==> src/rtl/rxdet_pkg.sv <==
package rxdet_pkg;

  typedef enum logic [1:0] {
    OM_OFF    = 2'b00,
    OM_IDLE   = 2'b01,
    OM_ACTIVE = 2'b10
  } out_mode_e;

  // Output channel mode from the synchronised pins and detection state.
  function automatic logic [1:0] mode_of(input logic pd, input logic man,
                                         input logic ctl, input logic det);
    if (pd)       return OM_OFF;
    else if (man) return ctl ? OM_ACTIVE : OM_IDLE;
    else          return det ? OM_ACTIVE : OM_IDLE;
  endfunction

  // Termination select: 1 selects the 50 ohm load.
  function automatic logic term_of(input logic pd, input logic man,
                                   input logic ctl, input logic det);
    if (pd)       return 1'b0;
    else if (man) return ctl;
    else          return det;
  endfunction

endpackage

==> src/rtl/rxdet_sync.sv <==
module rxdet_sync #(
  parameter int          W       = 1,
  parameter logic [W-1:0] RST_VAL = '0
) (
  input  logic         clk,
  input  logic         rst_n,
  input  logic [W-1:0] d_i,
  output logic [W-1:0] q_o
);
  for (genvar i = 0; i < W; i++) begin : g_bit
    logic meta, stab;
    always_ff @(posedge clk or negedge rst_n) begin
      if (!rst_n) begin
        meta <= RST_VAL[i];
        stab <= RST_VAL[i];
      end else begin
        meta <= d_i[i];
        stab <= meta;
      end
    end
    assign q_o[i] = stab;
  end
endmodule

==> src/rtl/rxdet_pwr.sv <==
module rxdet_pwr #(
  parameter int PD_MIN_CYC = 500
) (
  input  logic clk,
  input  logic rst_n,
  input  logic prsnt_n_s,
  output logic pd_active,
  output logic reinit
);
  localparam int CW = $clog2(PD_MIN_CYC + 1);
  localparam logic [CW-1:0] PD_FULL = CW'(PD_MIN_CYC);

  logic          prev_q;
  logic [CW-1:0] hi_cnt;

  assign pd_active = prsnt_n_s;
  // Re-arm only after a power-down that lasted the full minimum.
  assign reinit = prev_q & ~prsnt_n_s & (hi_cnt == PD_FULL);

  always_ff @(posedge clk or negedge rst_n) begin
    if (!rst_n) begin
      prev_q <= 1'b1;
      hi_cnt <= '0;
    end else begin
      prev_q <= prsnt_n_s;
      if (!prsnt_n_s)             hi_cnt <= '0;
      else if (hi_cnt != PD_FULL) hi_cnt <= hi_cnt + 1'b1;
    end
  end
endmodule

==> src/rtl/rxdet_probe.sv <==
module rxdet_probe #(
  parameter int PERIOD_CYC = 1_200_000,
  parameter int WINDOW_CYC = 60_000_000,
  parameter int SAMPLE_DLY = 16
) (
  input  logic clk,
  input  logic rst_n,
  input  logic auto_en,
  input  logic win_mode,
  input  logic restart,
  input  logic reinit,
  input  logic pair_ok,
  output logic strobe,
  output logic detected,
  output logic expired,
  output logic sample_ev
);
  localparam int TW = $clog2(PERIOD_CYC + 1);
  localparam int WW = $clog2(WINDOW_CYC + 1);
  localparam int SW = $clog2(SAMPLE_DLY + 2);
  localparam logic [TW-1:0] TMR_LOAD = TW'(PERIOD_CYC - 1);
  localparam logic [WW-1:0] WIN_LAST = WW'(WINDOW_CYC - 1);
  localparam logic [SW-1:0] SMP_LOAD = SW'(SAMPLE_DLY + 1);

  logic [TW-1:0] tmr;
  logic [WW-1:0] win;
  logic [SW-1:0] smp;
  logic          det_q, exp_q, stb_q;
  logic          run, fire, win_tick, win_last, hit;

  assign run       = auto_en & ~det_q & ~(win_mode & exp_q);
  assign fire      = run & (tmr == '0) & ~restart;
  assign win_tick  = auto_en & win_mode & ~det_q & ~exp_q;
  assign win_last  = win_tick & (win == WIN_LAST);
  assign sample_ev = auto_en & (smp == SW'(1));
  assign hit       = sample_ev & pair_ok;

  always_ff @(posedge clk or negedge rst_n) begin
    if (!rst_n) begin
      tmr <= '0; win <= '0; smp <= '0;
      det_q <= 1'b0; exp_q <= 1'b0; stb_q <= 1'b0;
    end else if (reinit) begin
      tmr <= '0; win <= '0; smp <= '0;
      det_q <= 1'b0; exp_q <= 1'b0; stb_q <= 1'b0;
    end else begin
      stb_q <= fire;
      if (restart) begin
        tmr   <= '0;
        win   <= '0;
        exp_q <= 1'b0;
      end else begin
        if (fire)                 tmr <= TMR_LOAD;
        else if (run && tmr != 0) tmr <= tmr - 1'b1;
        if (win_last)             exp_q <= 1'b1;
        else if (win_tick)        win <= win + 1'b1;
      end
      // In-flight samples survive window expiry but not a mode change.
      if (!auto_en)      smp <= '0;
      else if (fire)     smp <= SMP_LOAD;
      else if (smp != 0) smp <= smp - 1'b1;
      if (hit) det_q <= 1'b1;
    end
  end

  assign strobe   = stb_q;
  assign detected = det_q;
  assign expired  = exp_q;
endmodule

==> src/rtl/rxdet_port_ctrl.sv <==
module rxdet_port_ctrl
  import rxdet_pkg::*;
#(
  parameter int PERIOD_CYC = 1_200_000,
  parameter int WINDOW_CYC = 60_000_000,
  parameter int SAMPLE_DLY = 16,
  parameter int PD_MIN_CYC = 500,
  parameter int LEGS       = 2
) (
  input  logic            clk,
  input  logic            rst_n,
  input  logic            prsnt_n_i,
  input  logic            man_en_i,
  input  logic            det_ctl_i,
  input  logic [LEGS-1:0] leg_ok_i,
  output logic            det_strobe_o,
  output logic            term_50_o,
  output logic [1:0]      out_mode_o
);
  logic [2:0] pins_s;
  logic prsnt_s, man_s, ctl_s, ctl_d;
  logic pd_active, reinit, auto_en, ctl_rise, restart, pair_ok;
  logic detected, expired, sample_ev;

  rxdet_sync #(.W(3), .RST_VAL(3'b100)) u_sync (
    .clk(clk), .rst_n(rst_n),
    .d_i({prsnt_n_i, man_en_i, det_ctl_i}),
    .q_o(pins_s)
  );
  assign {prsnt_s, man_s, ctl_s} = pins_s;

  always_ff @(posedge clk or negedge rst_n) begin
    if (!rst_n) ctl_d <= 1'b0;
    else        ctl_d <= ctl_s;
  end

  rxdet_pwr #(.PD_MIN_CYC(PD_MIN_CYC)) u_pwr (
    .clk(clk), .rst_n(rst_n), .prsnt_n_s(prsnt_s),
    .pd_active(pd_active), .reinit(reinit)
  );

  assign auto_en  = ~pd_active & ~man_s;
  assign ctl_rise = ctl_s & ~ctl_d;
  assign restart  = auto_en & ctl_rise;
  assign pair_ok  = &leg_ok_i;

  rxdet_probe #(
    .PERIOD_CYC(PERIOD_CYC), .WINDOW_CYC(WINDOW_CYC), .SAMPLE_DLY(SAMPLE_DLY)
  ) u_probe (
    .clk(clk), .rst_n(rst_n), .auto_en(auto_en), .win_mode(ctl_s),
    .restart(restart), .reinit(reinit), .pair_ok(pair_ok),
    .strobe(det_strobe_o), .detected(detected), .expired(expired),
    .sample_ev(sample_ev)
  );

  assign out_mode_o = mode_of(pd_active, man_s, ctl_s, detected);
  assign term_50_o  = term_of(pd_active, man_s, ctl_s, detected);
endmodule

==> config.mk <==
export PLATFORM = sky130hd
export DESIGN_NAME = rxdet_port_ctrl
export DESIGN_NICKNAME = d
export VERILOG_FILES = /design/src/rtl/rxdet_pkg.sv /design/src/rtl/rxdet_sync.sv /design/src/rtl/rxdet_pwr.sv /design/src/rtl/rxdet_probe.sv /design/src/rtl/rxdet_port_ctrl.sv
export SDC_FILE = /design/constraint.sdc
export NUM_CORES = 1
export LEC_CHECK = 0
export BUFFER_PORTS_ARGS = -buffer_cell sky130_fd_sc_hd__buf_2
export CORE_ASPECT_RATIO = 1.2
export CORE_UTILIZATION = 65
export CTS_BUF_LIST = sky130_fd_sc_hd__clkbuf_8
export CTS_CLUSTER_DIAMETER = 150
export DETAILED_ROUTE_END_ITERATION = 6
export GPL_TIMING_DRIVEN = 0
export PLACE_DENSITY = 0.87
export RECOVER_POWER = 100
export SYNTH_ARGS = -nofsm -noshare
export SYNTH_HDL_FRONTEND = slang
export SYNTH_SLANG_ARGS = --single-unit
==> constraint.sdc <==
create_clock -name clk -period 6 [get_ports clk]
set_input_delay 0.6 -clock clk [delete_from_list [all_inputs] [get_ports clk]]
set_output_delay 0.6 -clock clk [all_outputs]
set_load 0.02 [all_outputs]
[After elaboration in Yosys (flattened, before gate mapping)]
Cells that the tools add are included.
Word-level totals
  flip-flop bits (word level): 72
  input bits: 7
  output and inout port bits: 4
  logic and storage cells: 85
Operators by class
  add/subtract/negate cells: 4
  eq/ne operators: 7
  muxes and demuxes: 26
  bitwise logic cells: 23
  reductions and logical operators: 10
Operators by type and width (number)
  26-bit 2-to-1 mux: 4
  21-bit 2-to-1 mux: 4
  26-bit by 1-bit adder with 26-bit output, second input constant: 1
  26-bit equality test, second input constant: 1
  21-bit zero test: 1
  21-bit nonzero test: 1
  21-bit by 1-bit subtractor with 21-bit output, second input constant: 1
  5-bit 2-to-1 mux: 4
  9-bit 2-to-1 mux: 2
  1-bit bitwise AND: 16
  9-bit by 1-bit adder with 9-bit output, second input constant: 1
  9-bit equality test, second input constant: 1
  9-bit != test, second input constant: 1
  1-bit 2-to-1 mux: 8
  2-bit 2-to-1 mux: 4
  1-bit NOT: 7
  3-bit nonzero test: 2
  5-bit by 1-bit equality test with 1-bit output, second input constant: 1
  5-bit nonzero test: 1
  5-bit by 1-bit subtractor with 5-bit output, second input constant: 1
  4-bit by 2-bit != test with 1-bit output, second input constant: 1
  2-bit AND reduction: 2
  4-bit nonzero test: 1
  3-bit by 2-bit != test with 1-bit output, second input constant: 1
  other kinds (3): 3

[Logic depth before layout (Yosys ltp)]
  word-level depth: 9
  depth in mapped cells: 8
  depth with buffers taken out: 7

[Modules after synthesis]
Synthesis repeated with hierarchy kept, for this count alone.
Unflattened totals
  cell total of the unflattened synthesis: 421
  area total of the unflattened synthesis: 3916.3 sq um
By module, submodules not included
  rxdet_probe: times used 1, cells an instance 352, area each 3143.0 sq um, seq. area each 1376.3 sq um
  rxdet_pwr: times used 1, cells an instance 52, area each 526.8 sq um, seq. area each 251.5 sq um
  rxdet_sync: times used 1, cells an instance 9, area each 175.2 sq um, seq. area each 152.6 sq um
  rxdet_port_ctrl: times used 1, cells an instance 8, area each 71.3 sq um, seq. area each 25.0 sq um

[Worst setup path after synthesis]
OpenSTA, ideal clock, no wires.
  path type: register to register
  start point: register u_probe.tmr[5]
  end point: register u_probe.tmr[12]
  setup time: 82 ps
  arrival: 1976 ps
  required time: 5918 ps
  path slack: 3942 ps
  stages on the path, launching flop included: 6
  buffers on the path: 0
  period minus slack after synthesis: 2058 ps
  cell sequence: dfrtp_1 > nor4_4 > nand3b_4 > or4_1 > or4b_1 > a31oi_1
On the way
  word-level cells in the longest chain between the ends: 6
  elaborated cells between the ends (all ways): 11
  classes of those cells: 1 x add/sub; 4 x mux; 2 x bitwise; 4 x reduce/logical
RTL lines
  start, declared: RTL line rxdet_probe.sv:25  | logic [TW-1:0] tmr;
  start signal, assigned: RTL line rxdet_probe.sv:53  | else if (run && tmr != 0) tmr <= tmr - 1'b1;
  branches (longest 6 deep; another with 21-bit by 1-bit subtractor with 21-bit output)
Several ways; the timed one is not identified. The select of a mux whose other input is x is not followed.
A chain may end at the register's enable or synchronous reset.

[Worst setup path in the final report]
  start point: register u_sync.g_bit[2].stab
  end point: register u_probe.tmr[19]
On the way
  word-level cells in the longest chain between the ends: 9
  elaborated cells between the ends (all ways): 15
  classes of those cells: 3 x mux; 10 x bitwise; 2 x reduce/logical
RTL lines
  start, declared: RTL line rxdet_sync.sv:11  | logic meta, stab;
  start signal, assigned: RTL line rxdet_sync.sv:15  | stab <= RST_VAL[i];
  start signal, assigned: RTL line rxdet_sync.sv:18  | stab <= meta;
  1-bit NOT (*): RTL line rxdet_pwr.sv:18, rxdet_port_ctrl.sv:42
  1-bit bitwise AND: RTL line rxdet_port_ctrl.sv:42  | assign auto_en = ~pd_active & ~man_s;
  1-bit bitwise AND (2 in a row): RTL line rxdet_probe.sv:31  | assign run = auto_en & ~det_q & ~(win_mode & exp_q);
  1-bit bitwise AND (2 in a row): RTL line rxdet_probe.sv:32  | assign fire = run & (tmr == '0) & ~restart;
  21-bit 2-to-1 mux: RTL line rxdet_probe.sv:52  | if (fire) tmr <= TMR_LOAD;
  21-bit 2-to-1 mux: RTL line rxdet_probe.sv:47  | if (restart) begin
  21-bit 2-to-1 mux: RTL line rxdet_probe.sv:42  | end else if (reinit) begin
Mark *: on every way between the ends. The rest lies on a longest branch, timed or not.

==> summary.md <==
| Metric | Value |
|---|---|
| RSZ-0062 raised after global routing | no |
| Fillcell total | between 300 and 400 |
| CTS buffer count | 9 |
| Xor/xnor share of the synthesized area | ~6.2% |
| Async SR Flop Fraction | 100% |
| First-pass GRT wire length | 13.9 mm |
| Simple-gate portion of the synthesized area | approximately 30% |
| TritonRoute pass-1 iters | 7 |
| Reg2reg setup slack | 2690 ps |
| CP max stage cell | a2111oi_0 |
| Top-area cell type share of the netlist area | 45.0% |
| Tmin final | ~3300 ps |
| Die Y | roughly 86 µm |
| Pin count of the biggest net entering global routing | 73 |
| Top post-synthesis cells by count | 69 x dfrtp_1, 50 x nor2_1, 24 x nand2_1 |
| Synth cell types | between 50 and 60 |
| Root Driver | clkbuf_8 |
| Final Hold Viols | 0 |
| Gr usage total | slightly below 30% |
| Buf/Inv on CP | 1 |
| Core Rows | 30 |
| Setup crit end kind | register |
| Failing checks | max-capacitance violations, max-slew violations |
| Port Buffers | 10 |
| Largest family of logic cells by synthesized area | simple AND/OR/NAND/NOR gates |
| Worst vdd ir | about 0.29 mV |
| Placed Cells | approximately 500 |
| I/O pin cnt | 11 |
| CP delay by family, top | compound AO/OA/AOI/OAI gates |
| Post-DP HPWL | between 5 and 6 mm |
| Worst Skew | 10.2 ps |
| N_diodes | 0 |
| Initial core utilization | 67.7% |
| Deepest clock path buffer count | 2 |
| Rel. slew slack | -24.3% |
| Via density | between 6 and 7 |
| DIE AREA | approximately 6200 µm² |
| CTS tree | built |
| Tcrit/Tclk final | a little under three fifths |
| Seq/Total Area, Yosys | between 40% and 50% |
| Cell taking the most area after synthesis | dfrtp_1 |
| Crit-path cells | clkbuf_1 -> a2111oi_0 -> nand3_1 -> nor3_1 -> xnor2_1 -> nor2_1 |
| Final setup viols | 0 |
| Core area | 5670 µm² |
| Worst-path maximum fanout | 8 |
| Final Non-Filler Cells | about 510 |
| Initial antenna violation count | 0 |
| GPL Wtd Cong | roughly 0.86 |
| Worst hold start | u_sync.g_bit[0].meta |
| Reg clk slew, reported paths | about 70 ps |
| Ys Warns | 0 |
| Mapped Avg Cell Area | between 9 and 10 µm² |
| Hold Buf Count CTS | 0 |
| Worst Tran Pin Value | between 1500 and 2000 ps |
| Post-synthesis compound-gate area fraction | about a tenth |
| # DRC | 0 |
| EDFF count, synth | 0 |
| Number of global-route vias before repair | roughly 3100 |
| CTS Sinks | 72 |
| Crit. Startpoint | u_sync.g_bit[2].stab |
| Latest clock arrival within the worst-skew pair | about 350 ps |
| Worst min-delay path class | reg2reg |
| Resized cells post-CTS | 0 |
| Flops & latches, synth | 72 |
| CTS H-Tree Depth | 3 |
| Share of cells above drive strength 1 | under 10% |
| Multiplexer area fraction after synthesis | 0.782% |
| Synth Instances | ~400 |
| Drt total wl | just over 8 mm |
| Largest cells by area after synthesis | dfrtp_1 45%, xnor2_1 5.2%, nor2_1 4.9%, nor4_1 3.1%, nor3_1 2.9% |
| Ys flop type | dfrtp_1 |
| Nets | around 440 |
| Post-route ant nets | 0 |
| Pwr per Cell Area | 292 nW/µm² |
| Final setup TNS | 0 ps |
| Worst EP required | 6230 ps |
| WL/cell | 15.8 µm |
| Post-CTS setup buffer count | 0 |
| Max Slew Vio Count | 9 |
| Slowest stage delay, CP | ~1400 ps |
| P_leak | between 1.5 and 2 nW |
| Via count | roughly 3200 |
| Synth Cell Area | approximately 3800 µm² |
| Fmax | between 300 and 400 MHz |
| Die span in x | around 72 µm |
| Worst reg2reg path startpoint | u_sync.g_bit[2].stab |
| Syn Nets | approximately 420 |
| Status | finished with violations |
| Area growth, synth to finish | 7.98% |
| # Max-Cap Violations | 1 |
| Synth Area in Adders | approximately 2.6% |
| Initial DRC Count | between 200 and 300 |
| Crit path DAT | 3540 ps |
| Most frequent cell after synthesis | dfrtp_1 |
| Total global routing overflow | 0 |
| CP Launch Type | register |
| Crit path kind | reg2reg |
-- where the power goes --
| group | switching, mW | internal, mW | total (mW) |
|---|---|---|---|
| clock | 0.175 | 0.168 | 0.343 |
| sequential | 0.0558 | 0.536 | 0.592 |
| combinational | 0.168 | 0.107 | 0.274 |
| total | 0.398 | 0.811 | 1.21 |
-- placed cells by master (no fill, tap or decap), types with 3 or more instances in the layout --
master / count
a21oi_1: 11
or4_1: 7
a31oi_1: 6
and2_1: 6
a211oi_1: 3
ha_1: 8
nand3_1: 21
clkbuf_8: 11
xnor2_1: 23
and2_0: 4
nand2_1: 24
a21boi_0: 3
clkbuf_1: 16
nor2b_1: 4
nor4_1: 19
mux2i_1: 3
nand2b_1: 4
xor2_1: 4
nor3_1: 23
dfrtp_1: 69
o31ai_1: 6
and3_1: 16
and4_1: 4
o211ai_1: 4
buf_2: 6
nor2_1: 50
inv_1: 12
or3_1: 7
nand4_1: 9
o21ai_0: 16
nor4b_1: 3
-- stage by stage --
step	cell area (µm²)	util [%]	total power [mW]	hold WS, ps	setup WS, ps
after CTS	4170	73.6	1.21	349	3510
after global routing	4150	73.2	1.28	336	2380
after detailed placement	3990	70.4	0.874	336	3510
after global placement	3990	70.4	0.860	335	3560
after floorplan	3840	-	0.803	304	3940
final	4150	73.2	1.21	351	2690
-- metal layers --
metal | wire length [µm] | vias up | global-route usage [%]
li1 | - | 1541 | -
met1 | 3380 | 1549 | 34.5
met2 | 4120 | 106 | 48.9
met3 | 412 | 19 | 7.09
met4 | 186 | 0 | 14.8
met5 | 0 | - | 0
-- registers in the layout, summed over array words and instances (netlist names), 3 cells and up --
signal and cells:
u_sync.g_bit.stab 3, u_pwr.hi_cnt 9, u_probe.tmr 21, u_probe.smp 5, u_sync.g_bit.meta 3, u_probe.win 26
-- layout make-up --
class                           count  area, µm²  area share (%)
Clock buffer                       11        151            3.65
Multi-Input combinational cell    312       1920            46.4
Timing Repair Buffer               10       47.5            1.15
Sequential cell                    72       1810            43.5
Tap cell                           80        100            2.41
Clock inverter                      5       26.3           0.634
Inverter                            9       33.8           0.815
Buffer                             14       57.6            1.39
-- kinds of logic after synthesis --
| group | count (synthesis) |
|---|---|
| fa+ha+maj | 8 |
| mux | 3 |
| simple gates | 213 |
| xor+xnor | 27 |
| buf+inv | 23 |
| compound gates | 61 |
| flops | 72 |
-- path summary, 6_finish.rpt --
path                                         to  depth (start not counted)
min in group asynchronous       u_pwr.hi_cnt[6]                          1
max reg2reg                     u_probe.tmr[19]                          6
max                             u_probe.tmr[19]                          6
max in group asynchronous        u_probe.win[3]                          1
min reg2reg                u_sync.g_bit[0].stab                          0
min                        u_sync.g_bit[0].stab                          0
-- worst register-to-register path, delay by kind of cell, from the launching register on --
family	cells	cell delay [ps]
buffers and inverters	1	180
XOR/XNOR	1	160
flip-flops	1	370
AO/OA/AOI/OAI	1	1430
AND/OR/NAND/NOR	3	1050
(Power assumes the default switching activity.)
